--- config.mk ---
export PLATFORM = sky130hd
export DESIGN_NAME = vec_irq_ctrl
export DESIGN_NICKNAME = d
export VERILOG_FILES = /design/src/rtl/vic_pkg.sv /design/src/rtl/vic_regs.sv /design/src/rtl/vic_state.sv /design/src/rtl/vic_arbiter.sv /design/src/rtl/vic_nest.sv /design/src/rtl/vec_irq_ctrl.sv
export SDC_FILE = /design/constraint.sdc
export NUM_CORES = 1
export LEC_CHECK = 0
export BUFFER_PORTS_ARGS = -buffer_cell sky130_fd_sc_hd__buf_2
export CAP_MARGIN = 20
export CORE_ASPECT_RATIO = 1.5
export CORE_UTILIZATION = 25
export CTS_BUF_LIST = sky130_fd_sc_hd__clkbuf_4 sky130_fd_sc_hd__clkbuf_8
export CTS_CLUSTER_SIZE = 24
export DETAILED_ROUTE_END_ITERATION = 8
export PLACE_DENSITY = 0.37
export SYNTH_ARGS = -nofsm -noshare
export SYNTH_HDL_FRONTEND = slang
export SYNTH_SLANG_ARGS = --single-unit
--- constraint.sdc ---
create_clock -name clk -period 85.4 [get_ports clk]
set_clock_uncertainty 0.05 [all_clocks]
set_input_delay 8.54 -clock clk [delete_from_list [all_inputs] [get_ports clk]]
set_output_delay 8.54 -clock clk [all_outputs]
set_load 0.01 [all_outputs]
--- src/rtl/vic_pkg.sv ---
package vic_pkg;
  localparam int PRIO_W        = 4;
  localparam int LANE_W        = 8;
  localparam int REG_EN_SET    = 0;
  localparam int REG_EN_CLR    = 1;
  localparam int REG_PEND_SET  = 2;
  localparam int REG_PEND_CLR  = 3;
  localparam int REG_ACTIVE    = 4;
  localparam int REG_PRIO_BASE = 8;

  // threshold of zero lets every level through
  function automatic logic passes_thr(input logic [PRIO_W-1:0] p,
                                      input logic [PRIO_W-1:0] thr);
    return (thr == '0) || (p < thr);
  endfunction

  // level carries one extra bit: all-ones above PRIO_W means idle
  function automatic logic beats_level(input logic [PRIO_W-1:0] p,
                                       input logic [PRIO_W:0]   lvl);
    return {1'b0, p} < lvl;
  endfunction
endpackage

--- src/rtl/vic_regs.sv ---
module vic_regs
  import vic_pkg::*;
#(
  parameter int N_SRC  = 32,
  parameter int ADDR_W = 6
) (
  input  logic                      clk,
  input  logic                      rst_n,
  input  logic                      we_i,
  input  logic [ADDR_W-1:0]         addr_i,
  input  logic [31:0]               wdata_i,
  input  logic [N_SRC-1:0]          pend_i,
  input  logic [N_SRC-1:0]          act_i,
  output logic [N_SRC-1:0]          en_o,
  output logic [N_SRC*PRIO_W-1:0]   prio_o,
  output logic [N_SRC-1:0]          pend_set_o,
  output logic [N_SRC-1:0]          pend_clr_o,
  output logic [31:0]               rdata_o
);
  logic [N_SRC-1:0] en_set, en_clr;

  always_comb begin
    en_set     = (we_i && addr_i == ADDR_W'(REG_EN_SET))   ? wdata_i[N_SRC-1:0] : '0;
    en_clr     = (we_i && addr_i == ADDR_W'(REG_EN_CLR))   ? wdata_i[N_SRC-1:0] : '0;
    pend_set_o = (we_i && addr_i == ADDR_W'(REG_PEND_SET)) ? wdata_i[N_SRC-1:0] : '0;
    pend_clr_o = (we_i && addr_i == ADDR_W'(REG_PEND_CLR)) ? wdata_i[N_SRC-1:0] : '0;
  end

  always_ff @(posedge clk or negedge rst_n) begin
    if (!rst_n) en_o <= '0;
    else        en_o <= (en_o | en_set) & ~en_clr;
  end

  always_ff @(posedge clk or negedge rst_n) begin
    if (!rst_n) begin
      prio_o <= '0;
    end else if (we_i) begin
      for (int i = 0; i < N_SRC; i++) begin
        if (addr_i == ADDR_W'(REG_PRIO_BASE + i / 4))
          prio_o[i*PRIO_W +: PRIO_W] <= wdata_i[LANE_W*(i%4)+LANE_W-1 -: PRIO_W];
      end
    end
  end

  always_comb begin
    rdata_o = '0;
    if (addr_i == ADDR_W'(REG_EN_SET) || addr_i == ADDR_W'(REG_EN_CLR))
      rdata_o[N_SRC-1:0] = en_o;
    else if (addr_i == ADDR_W'(REG_PEND_SET) || addr_i == ADDR_W'(REG_PEND_CLR))
      rdata_o[N_SRC-1:0] = pend_i;
    else if (addr_i == ADDR_W'(REG_ACTIVE))
      rdata_o[N_SRC-1:0] = act_i;
    for (int i = 0; i < N_SRC; i++) begin
      if (addr_i == ADDR_W'(REG_PRIO_BASE + i / 4))
        rdata_o[LANE_W*(i%4)+LANE_W-1 -: PRIO_W] = prio_o[i*PRIO_W +: PRIO_W];
    end
  end
endmodule

--- src/rtl/vic_state.sv ---
module vic_state #(
  parameter int N_SRC = 32
) (
  input  logic             clk,
  input  logic             rst_n,
  input  logic [N_SRC-1:0] irq_i,
  input  logic [N_SRC-1:0] sw_set_i,
  input  logic [N_SRC-1:0] sw_clr_i,
  input  logic [N_SRC-1:0] enter_vec_i,
  input  logic [N_SRC-1:0] exit_vec_i,
  output logic [N_SRC-1:0] hw_set_o,
  output logic [N_SRC-1:0] pend_o,
  output logic [N_SRC-1:0] act_o
);
  logic [N_SRC-1:0] irq_q, rise;

  always_comb begin
    rise     = irq_i & ~irq_q;
    // level requests are held off for the source being entered
    hw_set_o = rise | (irq_i & ~act_o & ~enter_vec_i);
  end

  always_ff @(posedge clk or negedge rst_n) begin
    if (!rst_n) begin
      irq_q  <= '0;
      pend_o <= '0;
      act_o  <= '0;
    end else begin
      irq_q  <= irq_i;
      pend_o <= ((pend_o | sw_set_i) & ~sw_clr_i & ~enter_vec_i)
                | hw_set_o | (exit_vec_i & irq_i);
      act_o  <= (act_o | enter_vec_i) & ~exit_vec_i;
    end
  end
endmodule

--- src/rtl/vic_arbiter.sv ---
module vic_arbiter
  import vic_pkg::*;
#(
  parameter int N_SRC = 32,
  parameter int NUM_W = $clog2(N_SRC)
) (
  input  logic [N_SRC-1:0]        en_i,
  input  logic [N_SRC-1:0]        pend_i,
  input  logic [N_SRC*PRIO_W-1:0] prio_i,
  input  logic [PRIO_W-1:0]       thr_i,
  output logic                    any_o,
  output logic [NUM_W-1:0]        num_o,
  output logic [PRIO_W-1:0]       prio_o
);
  // ascending scan with strict compare keeps the lower number on a tie
  always_comb begin
    any_o  = 1'b0;
    num_o  = '0;
    prio_o = '1;
    for (int i = 0; i < N_SRC; i++) begin
      if (en_i[i] && pend_i[i] && passes_thr(prio_i[i*PRIO_W +: PRIO_W], thr_i) &&
          (!any_o || prio_i[i*PRIO_W +: PRIO_W] < prio_o)) begin
        any_o  = 1'b1;
        num_o  = NUM_W'(i);
        prio_o = prio_i[i*PRIO_W +: PRIO_W];
      end
    end
  end
endmodule

--- src/rtl/vic_nest.sv ---
module vic_nest
  import vic_pkg::*;
#(
  parameter int DEPTH = 16,
  parameter int NUM_W = 5,
  parameter int IW    = $clog2(DEPTH),
  parameter int DW    = $clog2(DEPTH + 1)
) (
  input  logic              clk,
  input  logic              rst_n,
  input  logic              push_i,
  input  logic              pop_i,
  input  logic [NUM_W-1:0]  push_num_i,
  input  logic [PRIO_W-1:0] push_prio_i,
  output logic [NUM_W-1:0]  top_num_o,
  output logic [PRIO_W:0]   level_o,
  output logic [DW-1:0]     depth_o,
  output logic              full_o,
  output logic              empty_o
);
  logic [NUM_W-1:0]  num_mem [DEPTH];
  logic [PRIO_W-1:0] lvl_mem [DEPTH];
  logic [IW-1:0]     top_idx;

  always_comb begin
    empty_o   = (depth_o == '0);
    full_o    = (depth_o == DW'(DEPTH));
    top_idx   = IW'(depth_o - 1'b1);
    top_num_o = num_mem[top_idx];
    level_o   = empty_o ? {1'b1, {PRIO_W{1'b0}}} : {1'b0, lvl_mem[top_idx]};
  end

  always_ff @(posedge clk or negedge rst_n) begin
    if (!rst_n)      depth_o <= '0;
    else if (push_i) depth_o <= depth_o + 1'b1;
    else if (pop_i)  depth_o <= depth_o - 1'b1;
  end

  always_ff @(posedge clk) begin
    if (push_i) begin
      num_mem[IW'(depth_o)] <= push_num_i;
      lvl_mem[IW'(depth_o)] <= push_prio_i;
    end
  end
endmodule

--- src/rtl/vec_irq_ctrl.sv ---
module vec_irq_ctrl
  import vic_pkg::*;
#(
  parameter  int N_SRC      = 32,
  parameter  int NEST_DEPTH = 16,
  parameter  int ADDR_W     = 6,
  localparam int NUM_W      = $clog2(N_SRC),
  localparam int DW         = $clog2(NEST_DEPTH + 1)
) (
  input  logic              clk,
  input  logic              rst_n,
  input  logic [N_SRC-1:0]  irq_i,
  input  logic              reg_we_i,
  input  logic [ADDR_W-1:0] reg_addr_i,
  input  logic [31:0]       reg_wdata_i,
  output logic [31:0]       reg_rdata_o,
  input  logic              glob_mask_i,
  input  logic [PRIO_W-1:0] base_thr_i,
  output logic              cpu_req_valid_o,
  output logic [NUM_W-1:0]  cpu_req_num_o,
  input  logic              cpu_enter_i,
  input  logic              cpu_exit_i
);
  logic [N_SRC-1:0]        en_q, pend_q, act_q, hw_set;
  logic [N_SRC-1:0]        sw_set, sw_clr, enter_vec, exit_vec;
  logic [N_SRC*PRIO_W-1:0] prio_q;
  logic                    win_any, enter_ok, exit_ok, nest_full, nest_empty;
  logic [PRIO_W-1:0]       win_prio;
  logic [NUM_W-1:0]        top_num;
  logic [PRIO_W:0]         cur_level;
  logic [DW-1:0]           depth;

  vic_regs #(.N_SRC(N_SRC), .ADDR_W(ADDR_W)) u_regs (
    .clk(clk), .rst_n(rst_n), .we_i(reg_we_i), .addr_i(reg_addr_i),
    .wdata_i(reg_wdata_i), .pend_i(pend_q), .act_i(act_q), .en_o(en_q),
    .prio_o(prio_q), .pend_set_o(sw_set), .pend_clr_o(sw_clr),
    .rdata_o(reg_rdata_o)
  );

  vic_state #(.N_SRC(N_SRC)) u_state (
    .clk(clk), .rst_n(rst_n), .irq_i(irq_i), .sw_set_i(sw_set),
    .sw_clr_i(sw_clr), .enter_vec_i(enter_vec), .exit_vec_i(exit_vec),
    .hw_set_o(hw_set), .pend_o(pend_q), .act_o(act_q)
  );

  vic_arbiter #(.N_SRC(N_SRC), .NUM_W(NUM_W)) u_arb (
    .en_i(en_q), .pend_i(pend_q), .prio_i(prio_q), .thr_i(base_thr_i),
    .any_o(win_any), .num_o(cpu_req_num_o), .prio_o(win_prio)
  );

  vic_nest #(.DEPTH(NEST_DEPTH), .NUM_W(NUM_W)) u_nest (
    .clk(clk), .rst_n(rst_n), .push_i(enter_ok), .pop_i(exit_ok),
    .push_num_i(cpu_req_num_o), .push_prio_i(win_prio), .top_num_o(top_num),
    .level_o(cur_level), .depth_o(depth), .full_o(nest_full),
    .empty_o(nest_empty)
  );

  always_comb begin
    cpu_req_valid_o = win_any && !glob_mask_i && !nest_full &&
                      beats_level(win_prio, cur_level);
    exit_ok   = cpu_exit_i && !nest_empty;
    enter_ok  = cpu_enter_i && cpu_req_valid_o && !cpu_exit_i;
    enter_vec = enter_ok ? (N_SRC'(1) << cpu_req_num_o) : '0;
    exit_vec  = exit_ok  ? (N_SRC'(1) << top_num) : '0;
  end
endmodule

### After elaboration in Yosys (flattened, before gate mapping)

Memory sizes are Yosys's and may differ from the RTL's.
Index checks and enable logic that the tools add are counted.

| cells by class | value |
|---|---|
| add/sub/neg operators | 2 |
| $mul | 0 |
| div/mod/pow operators | 0 |
| magnitude comparators | 64 |
| eq/ne operators | 13 |
| shift-type cells | 2 |
| muxes and demuxes | 141 |
| bitwise gates (word level) | 20 |
| reduce and logical (&&, ||, !) cells | 217 |

Operators with widths:

| cell | count |
|---|---|
| 32-bit 2-to-1 mux | 9 |
| 4-bit 2-to-1 mux | 72 |
| 32-bit AND | 8 |
| 4-bit < comparator | 63 |
| 32-bit inverter | 6 |
| 32-bit bitwise OR | 6 |
| 1-bit logical AND | 105 |
| 5-bit 2-to-1 mux | 19 |
| 1-bit logical OR | 65 |
| 1-bit by 5-bit << shifter with 32-bit output, first input constant | 2 |
| 6-bit by 4-bit == test with 1-bit output, second input constant | 8 |
| 1-bit logical NOT | 35 |
| 1-bit 2-to-1 mux | 35 |
| 2-bit AND reduction | 8 |
| 6-bit by 2-bit == test with 1-bit output, second input constant | 2 |
| 3-bit 2-to-1 mux | 4 |
| 6-bit by 1-bit == test with 1-bit output, second input constant | 1 |
| 6-bit by 3-bit == test with 1-bit output, second input constant | 1 |
| 6-bit logical NOT | 1 |
| 5-bit by 1-bit adder with 5-bit output, second input constant | 1 |
| 5-bit == test, second input constant | 1 |
| 5-bit logical NOT | 1 |
| 4-bit by 5-bit < comparator with 1-bit output | 1 |
| 5-bit by 1-bit subtractor with 5-bit output, second input constant | 1 |
| other kinds (3) | 4 |

| storage, ports and cells | value |
|---|---|
| register bits after elaboration | 261 |
| latch bits | 0 |
| bits in writable memories | 144 |
| bits in read-only memories | 0 |
| bits of input ports | 80 |
| output and inout port bits | 38 |
| word-level logic and storage cells | 474 |
| memories kept | 2 |

Memories:

| name | depth | bits a word | read ports | clocked after Yosys merged registers in | wr ports | line | source |
|---|---|---|---|---|---|---|---|
| u_nest.num_mem | 16 | 5 | 1 | 0 | 1 | vic_nest.sv:21 | `logic [NUM_W-1:0] num_mem [DEPTH];` |
| u_nest.lvl_mem | 16 | 4 | 1 | 0 | 1 | vic_nest.sv:22 | `logic [PRIO_W-1:0] lvl_mem [DEPTH];` |

### Longest topological paths before layout

| logic depth | value |
|---|---|
| depth after elaboration | 139 |
| depth in mapped cells | 284 |
| gate-level depth less buffers | 275 |

### By module

Synthesis repeated with hierarchy kept, for this count alone.

| second synthesis, totals | value |
|---|---|
| cell total of the unflattened synthesis | 3,003 |
| area total of the unflattened synthesis | 29,260.6 um^2 |

Modules (own cells, without submodules):

| module | instances | cells each | area each (um^2) | sequential area each (um^2) |
|---|---|---|---|---|
| vic_arbiter | 1 | 1,394 | 9,897.0 | 0.0 |
| vic_regs | 1 | 799 | 8,848.5 | 4,003.8 |
| vic_nest | 1 | 326 | 5,962.0 | 4,449.3 |
| vic_state | 1 | 352 | 3,843.7 | 2,402.3 |
| vec_irq_ctrl | 1 | 132 | 709.4 | 0.0 |

### Worst setup path before layout

Ideal clock, no wire load.

| timing | value |
|---|---|
| kind | input -> output |
| start | input port base_thr_i[1] |
| end | output port cpu_req_valid_o |
| arrival | 55,037 ps |
| data required time | 76,810 ps |
| path slack | 21,773 ps |
| stages | 261 |
| buffers on the path | 7 |
| cell sequence | inv_1 -> ha_1 -> or3b_1 -> o2111ai_1 -> a21oi_1 -> nor2_1 -> ha_1 -> a31oi_1 -> a21o_1 -> nand2_1 -> mux2_2 -> ha_1 -> and3_1 -> a221o_1 -> clkbuf_1 -> a21oi_1 -> nand2_1 -> o21ai_0 -> [225 not listed] -> nand2_1 -> nor2_1 -> nor2_1 -> nor2_1 -> nor2_1 -> a32oi_2 -> and2_1 -> mux2i_1 -> ha_1 -> a21o_1 -> a211oi_1 -> a41oi_4 -> a21oi_1 -> ha_1 -> a21o_1 -> a221o_1 -> a221oi_1 -> and3_1 |

| on the way | value |
|---|---|
| elaborated cells between the ends (all ways) | 289 |
| those cells by class | 64 x order compare; 64 x mux; 161 x reduce/logical |

RTL lines:

| item | line | source |
|---|---|---|
| from (decl) | vec_irq_ctrl.sv:18 | `input logic [PRIO_W-1:0] base_thr_i,` |
| 4-bit < comparator or 4-bit logical NOT (tied branches) | vic_pkg.sv:14 | `return (thr == '0) \|\| (p < thr);` |
| 1-bit logical OR | vic_pkg.sv:14 |  |
| 1-bit logical AND | vic_arbiter.sv:21 | `if (en_i[i] && pend_i[i] && passes_thr(prio_i[i*PRIO_W +: PRIO_W], thr_i) &&` |
| 4-bit 2-to-1 mux or 1-bit 2-to-1 mux (tied branches) | vic_arbiter.sv:21 |  |
| 4-bit < comparator or 1-bit logical NOT (tied branches) | vic_arbiter.sv:22 | `(!any_o \|\| prio_i[i*PRIO_W +: PRIO_W] < prio_o)) begin` |
| 1-bit logical OR | vic_arbiter.sv:22 |  |
| 1-bit logical AND | vic_arbiter.sv:21 |  |
| 4-bit 2-to-1 mux or 1-bit 2-to-1 mux (tied branches) | vic_arbiter.sv:21 |  |
| [115 not listed] | -- |  |
| 4-bit 2-to-1 mux or 1-bit 2-to-1 mux (tied branches) | vic_arbiter.sv:21 |  |
| 4-bit < comparator or 1-bit logical NOT (tied branches) | vic_arbiter.sv:22 |  |
| 1-bit logical OR | vic_arbiter.sv:22 |  |
| 1-bit logical AND | vic_arbiter.sv:21 |  |
| 4-bit 2-to-1 mux * | vic_arbiter.sv:21 |  |
| net u_arb.prio_o[2] | vic_arbiter.sv:13 | `output logic [PRIO_W-1:0] prio_o` |
| 4-bit by 5-bit < comparator with 1-bit output * | vic_pkg.sv:20 | `return {1'b0, p} < lvl;` |
| 1-bit logical AND * | vec_irq_ctrl.sv:59 | `cpu_req_valid_o = win_any && !glob_mask_i && !nest_full &&` |
| to (decl) | vec_irq_ctrl.sv:19 | `output logic cpu_req_valid_o,` |

The timed path passes the listed nets; every way through them passes the cells marked *.

### Worst setup path in the final report

Same ends and word-level chain as after synthesis.

==> out/results.env <==
CP-END-KIND='primary output'
CTS_MAX_LEVEL=3
RUN_STATUS='complete, no violations'
FP.DIEW_UM=275.5
ROUTE.FINAL.WIRE_LENGTH_MM=122.2
POST_DETAILED_ROUTE_VIA_TO_CELL_RATIO=5.406
WHS_PS=417.0
INITIAL_UTILIZATION=0.2521
MAX_STAGE_DELAY_PS=660
CHIPHEIGHT_UM=412.3
SYNTHSIMPLEGATEAREAFRAC=0.1426
XOR_XNOR_SHARE_OF_THE_SYNTHESIZED_AREA=0.006556
CP.ARRIVAL_PS=62830
YOSYS_WARNS=0
RSZ0062_AT_GRT='false'
TIMING.CRITICAL_PATH.REQUIRED_PS=76810
SYNTH_AREA_UM2=28060
TIMING.REG2REG.SETUP_SLACK_PS=29290
SLEW_HEADROOM=0.2304
CRITICAL-PATH-SLOWEST-CELL='sky130_fd_sc_hd__a21boi_1'
OVERFLOW=0
REMAINING_DRC_ERRORS=0
CRITICAL_PATH.REG2REG.STARTPOINT='u_regs.prio_o[2]'
TOTALNEGATIVESETUPSLACK_PS=0
SEQPWRFRAC=0.248
DOMINANT_REGISTER_CELL_IN_THE_SYNTHESIZED_NETLIST='sky130_fd_sc_hd__dfrtp_1'
DESIGN.CORE.AREA_UM2=111300
STATIC_LEAKAGE_POWER_nW=13.04
CTS_BUFFERS=69
DRT-WIRELENGTH-PER-CELL_UM=27.37
CTS_RESIZED=0
CLOCK_TREE_FROM_TRITONCTS='built'
SYNTH_EDF_COUNT=144
YOSYSSEQAREASHARE=0.3869
FIRST_PASS_ITERS=5
MIN_FROM='u_nest.depth_o[4]'
AREA.GROWTH.SYNTH_TO_FINAL_PCT=12.33
LARGEST_FANOUT_ON_THE_CRITICAL_PATH=32
P_SW_FRAC=0.5037
REPORT.FINAL.SLEW_VIOL_COUNT=0
POST_SYNTHESIS_CELL_TYPE_COUNT=140
NNETSFINAL=3186
SYNTHESIS.INSTANCES=2880
CRIT_PATH_START_KIND='input pin'
CLOCK_LATENCY_PS=680
ROUTE.VIAS.TOTAL=24132
CTS.HOLD.BUFFERS_ADDED=0
STDCELL_COUNT=4464
POST_ROUTE_CELLS_DRIVE_ABOVE_1_SHARE=0.1848
FMAX_MHz=14.00
CRITICAL_PATH.REG2REG.ENDPOINT='u_nest.lvl_mem[14][1]'
POSTSYNTHREGISTERBITS=405
GROUTE.USAGE.OVERALL=0.2137
IRDROPWORSTVDD_mV=0.03394
POWER.SWITCHING_uW=658.6
POWER.INTERNAL_uW=648.8
PLACE.GP.CONGESTION=0.8900
PATH_CLK_SLEW_PS=60
REG2REG_DEPTH=260
IO_BUFFER_COUNT=117
TIMING_HOLD_VIOLATIONS_FINAL=0
SHARE_OF_THE_CLOCK_PERIOD_USED_BY_THE_WORST_PATH_AFTER_LAYOUT=0.8363
POSTROUTEANTENNANETS=0
CTSLONGESTPATHBUFFERS=3
POSTSYNTHNETCOUNT=3097
GRT_FIRST_PASS_WIRELENGTH_MM=176.3
TOP_LEVEL_PORTS=118
SYNTHADDERAREAFRAC=0.06823
DIE_AREA_UM2=113600
DPL.HPWL_MM=93.58
FIN_CRIT_PS=71420
INITIAL_ANTENNA_VIOLATION_COUNT=14
CLOCK-SINKS=405
PIN_COUNT_OF_THE_BIGGEST_NET_ENTERING_GLOBAL_ROUTING=149
VIAS_IN_THE_FIRST_GLOBAL_ROUTE=24581
PWR_DENSITY_CELL_nW_PER_UM2=41.49
POSTCTSSETUPBUFFERS=0
TIMING.HOLD.WORST_ENDPOINT='u_nest.depth_o[4]'
SYNTH_COMPOUND_AREA_FRAC=0.2466
COUNT_OF_ROUTING_VIOLATIONS_AFTER_THE_OPENING_DETAILED_ROUTE_ITERATION=1643
WORST_PIN_SLEW_PS=1152
REPORT.FINAL.SETUP_VIOL=0
MAX_CAP_VIOLATIONS=0
PLACEMENT_ROWS=150
POWER.SHARE.COMBINATIONAL=0.611
DOMINANT_COMBINATIONAL_CELL_FAMILY_BY_AREA_AFTER_SYNTHESIS='compound AO/OA/AOI/OAI gates'
ROOT_BUFFER='sky130_fd_sc_hd__clkbuf_8'
HOLDCRITPATHCLASS='reg -> reg'
POST_SYNTH_ARST_SHARE=0.6444
PLACED_CELLS=4339
SYNTHMUXAREASHARE=0.1041
CRITICALPATHCATEGORY='in -> out'
POST_SYNTH.CELL_AREA_AVG_UM2=9.742
HOLDPATHSTAGES=1
CRIT_PATH_FREQUENT_CELL='sky130_fd_sc_hd__ha_1'
CLOCK_POWER_SHARE=0.141
==> through the flow <==
step / worst slack [ps] / total power, mW / area [um2] / util
CTS: 13590 / 1.316 / 31480 / 0.2829
detailed placement: 13870 / 1.125 / 30090 / 0.2703
floorplan: 21770 / 0.8541 / 28060 / -
finish: 13980 / 1.307 / 31510 / 0.2832
global route: 9079 / 1.398 / 31510 / 0.2832
global placement: 15280 / 1.117 / 30060 / 0.2701
==> registers in the layout, summed over array words and instances, names as in the netlist <==
name	flops
u_regs.prio_o	128
u_nest.num_mem	80
u_nest.lvl_mem	64
u_regs.en_o	32
u_state.act_o	32
u_state.irq_q	32
u_state.pend_o	32
u_nest.depth_o	5
==> cell type report <==
type	count	area [um2]
fill	11742	79780
inverter	144	540.5
clock inverter	18	133.9
timing repair buffer	157	922.1
antenna	1	2.502
clock buffer	103	1261
sequential	405	10860
tap	1444	1807
multi-input combinational	2192	15990
==> cell usage after synthesis (60+ instances only) <==
| master | count | area, um2 |
|---|---|---|
| sky130_fd_sc_hd__a21oi_1 | 285 | 1426 |
| sky130_fd_sc_hd__dfrtp_1 | 261 | 6531 |
| sky130_fd_sc_hd__nand2_1 | 261 | 979.7 |
| sky130_fd_sc_hd__mux2_2 | 147 | 1655 |
| sky130_fd_sc_hd__nor2_1 | 147 | 551.8 |
| sky130_fd_sc_hd__edfxtp_1 | 144 | 4324 |
| sky130_fd_sc_hd__inv_1 | 143 | 536.8 |
| sky130_fd_sc_hd__ha_1 | 137 | 1714 |
| sky130_fd_sc_hd__o21ai_0 | 114 | 570.6 |
| sky130_fd_sc_hd__a22oi_1 | 98 | 735.7 |
| sky130_fd_sc_hd__clkbuf_1 | 84 | 315.3 |
| sky130_fd_sc_hd__a21o_1 | 60 | 450.4 |
==> logic make-up (layout without fill, tap and decap cells) <==
| logic type | Yosys count | after routing |
|---|---|---|
| other | 0 | 1 |
| adder cells (fa/ha/maj) | 157 | 157 |
| multiplexers | 221 | 221 |
| AND/OR/NAND/NOR | 790 | 790 |
| XOR/XNOR | 21 | 21 |
| flip-flops | 405 | 405 |
| buffers and inverters | 283 | 422 |
| AO/OA/AOI/OAI | 1003 | 1003 |
==> power by group through the flow <==
| stage | Clock, mW | Combinational [mW] | Sequential [mW] |
|---|---|---|---|
| global placement | 0 | 0.789 | 0.328 |
| global route | 0.198 | 0.872 | 0.328 |
| CTS | 0.190 | 0.800 | 0.325 |
| finish | 0.184 | 0.798 | 0.325 |
| detailed placement | 0 | 0.796 | 0.329 |
| floorplan | 0 | 0.552 | 0.302 |
==> worst max path at each step <==
stage	start	endpoint	slack, ps	depth (start not counted)
after floorplan	base_thr_i[1]	cpu_req_valid_o	21770	261
after CTS	base_thr_i[1]	cpu_req_valid_o	13590	260
after global placement	base_thr_i[1]	cpu_req_valid_o	15280	260
after detailed placement	base_thr_i[1]	cpu_req_valid_o	13870	260
after global routing	base_thr_i[1]	cpu_req_valid_o	9080	260
final	base_thr_i[1]	cpu_req_valid_o	13980	262
==> layout by cell type (no fill, tap or decap), drive strengths merged, types with 28 or more instances in the layout <==
| master | n |
|---|---|
| mux4 | 41 |
| nor3 | 39 |
| dfrtp | 261 |
| and2 | 34 |
| o21ai | 146 |
| a21oi | 285 |
| a211oi | 28 |
| nand3 | 60 |
| clkbuf | 103 |
| a31oi | 30 |
| edfxtp | 144 |
| nand4 | 32 |
| mux2 | 153 |
| nor2 | 151 |
| nand2 | 263 |
| ha | 137 |
| nand2b | 54 |
| a22oi | 99 |
| o21a | 35 |
| a21o | 60 |
| a21boi | 42 |
| buf | 157 |
| and3 | 37 |
| o211ai | 56 |
| inv | 147 |
==> layer usage <==
layer,track usage,part of all wire,up-vias
met2,0.4005,0.53,608
met5,0,0.00096,-
li1,-,-,11136
met1,0.2414,0.39,12192
met4,0.08592,0.039,20
met3,0.02469,0.036,176
==> critical path, delay by kind of cell <==
family                   cells  cell delay (ps)
adder cells (fa/ha/maj)     33             9380
buffers and inverters       32             3060
AND/OR/NAND/NOR             85            14270
AO/OA/AOI/OAI               99            23140
multiplexers                13             4300
Power figures use the tool's default switching activity.
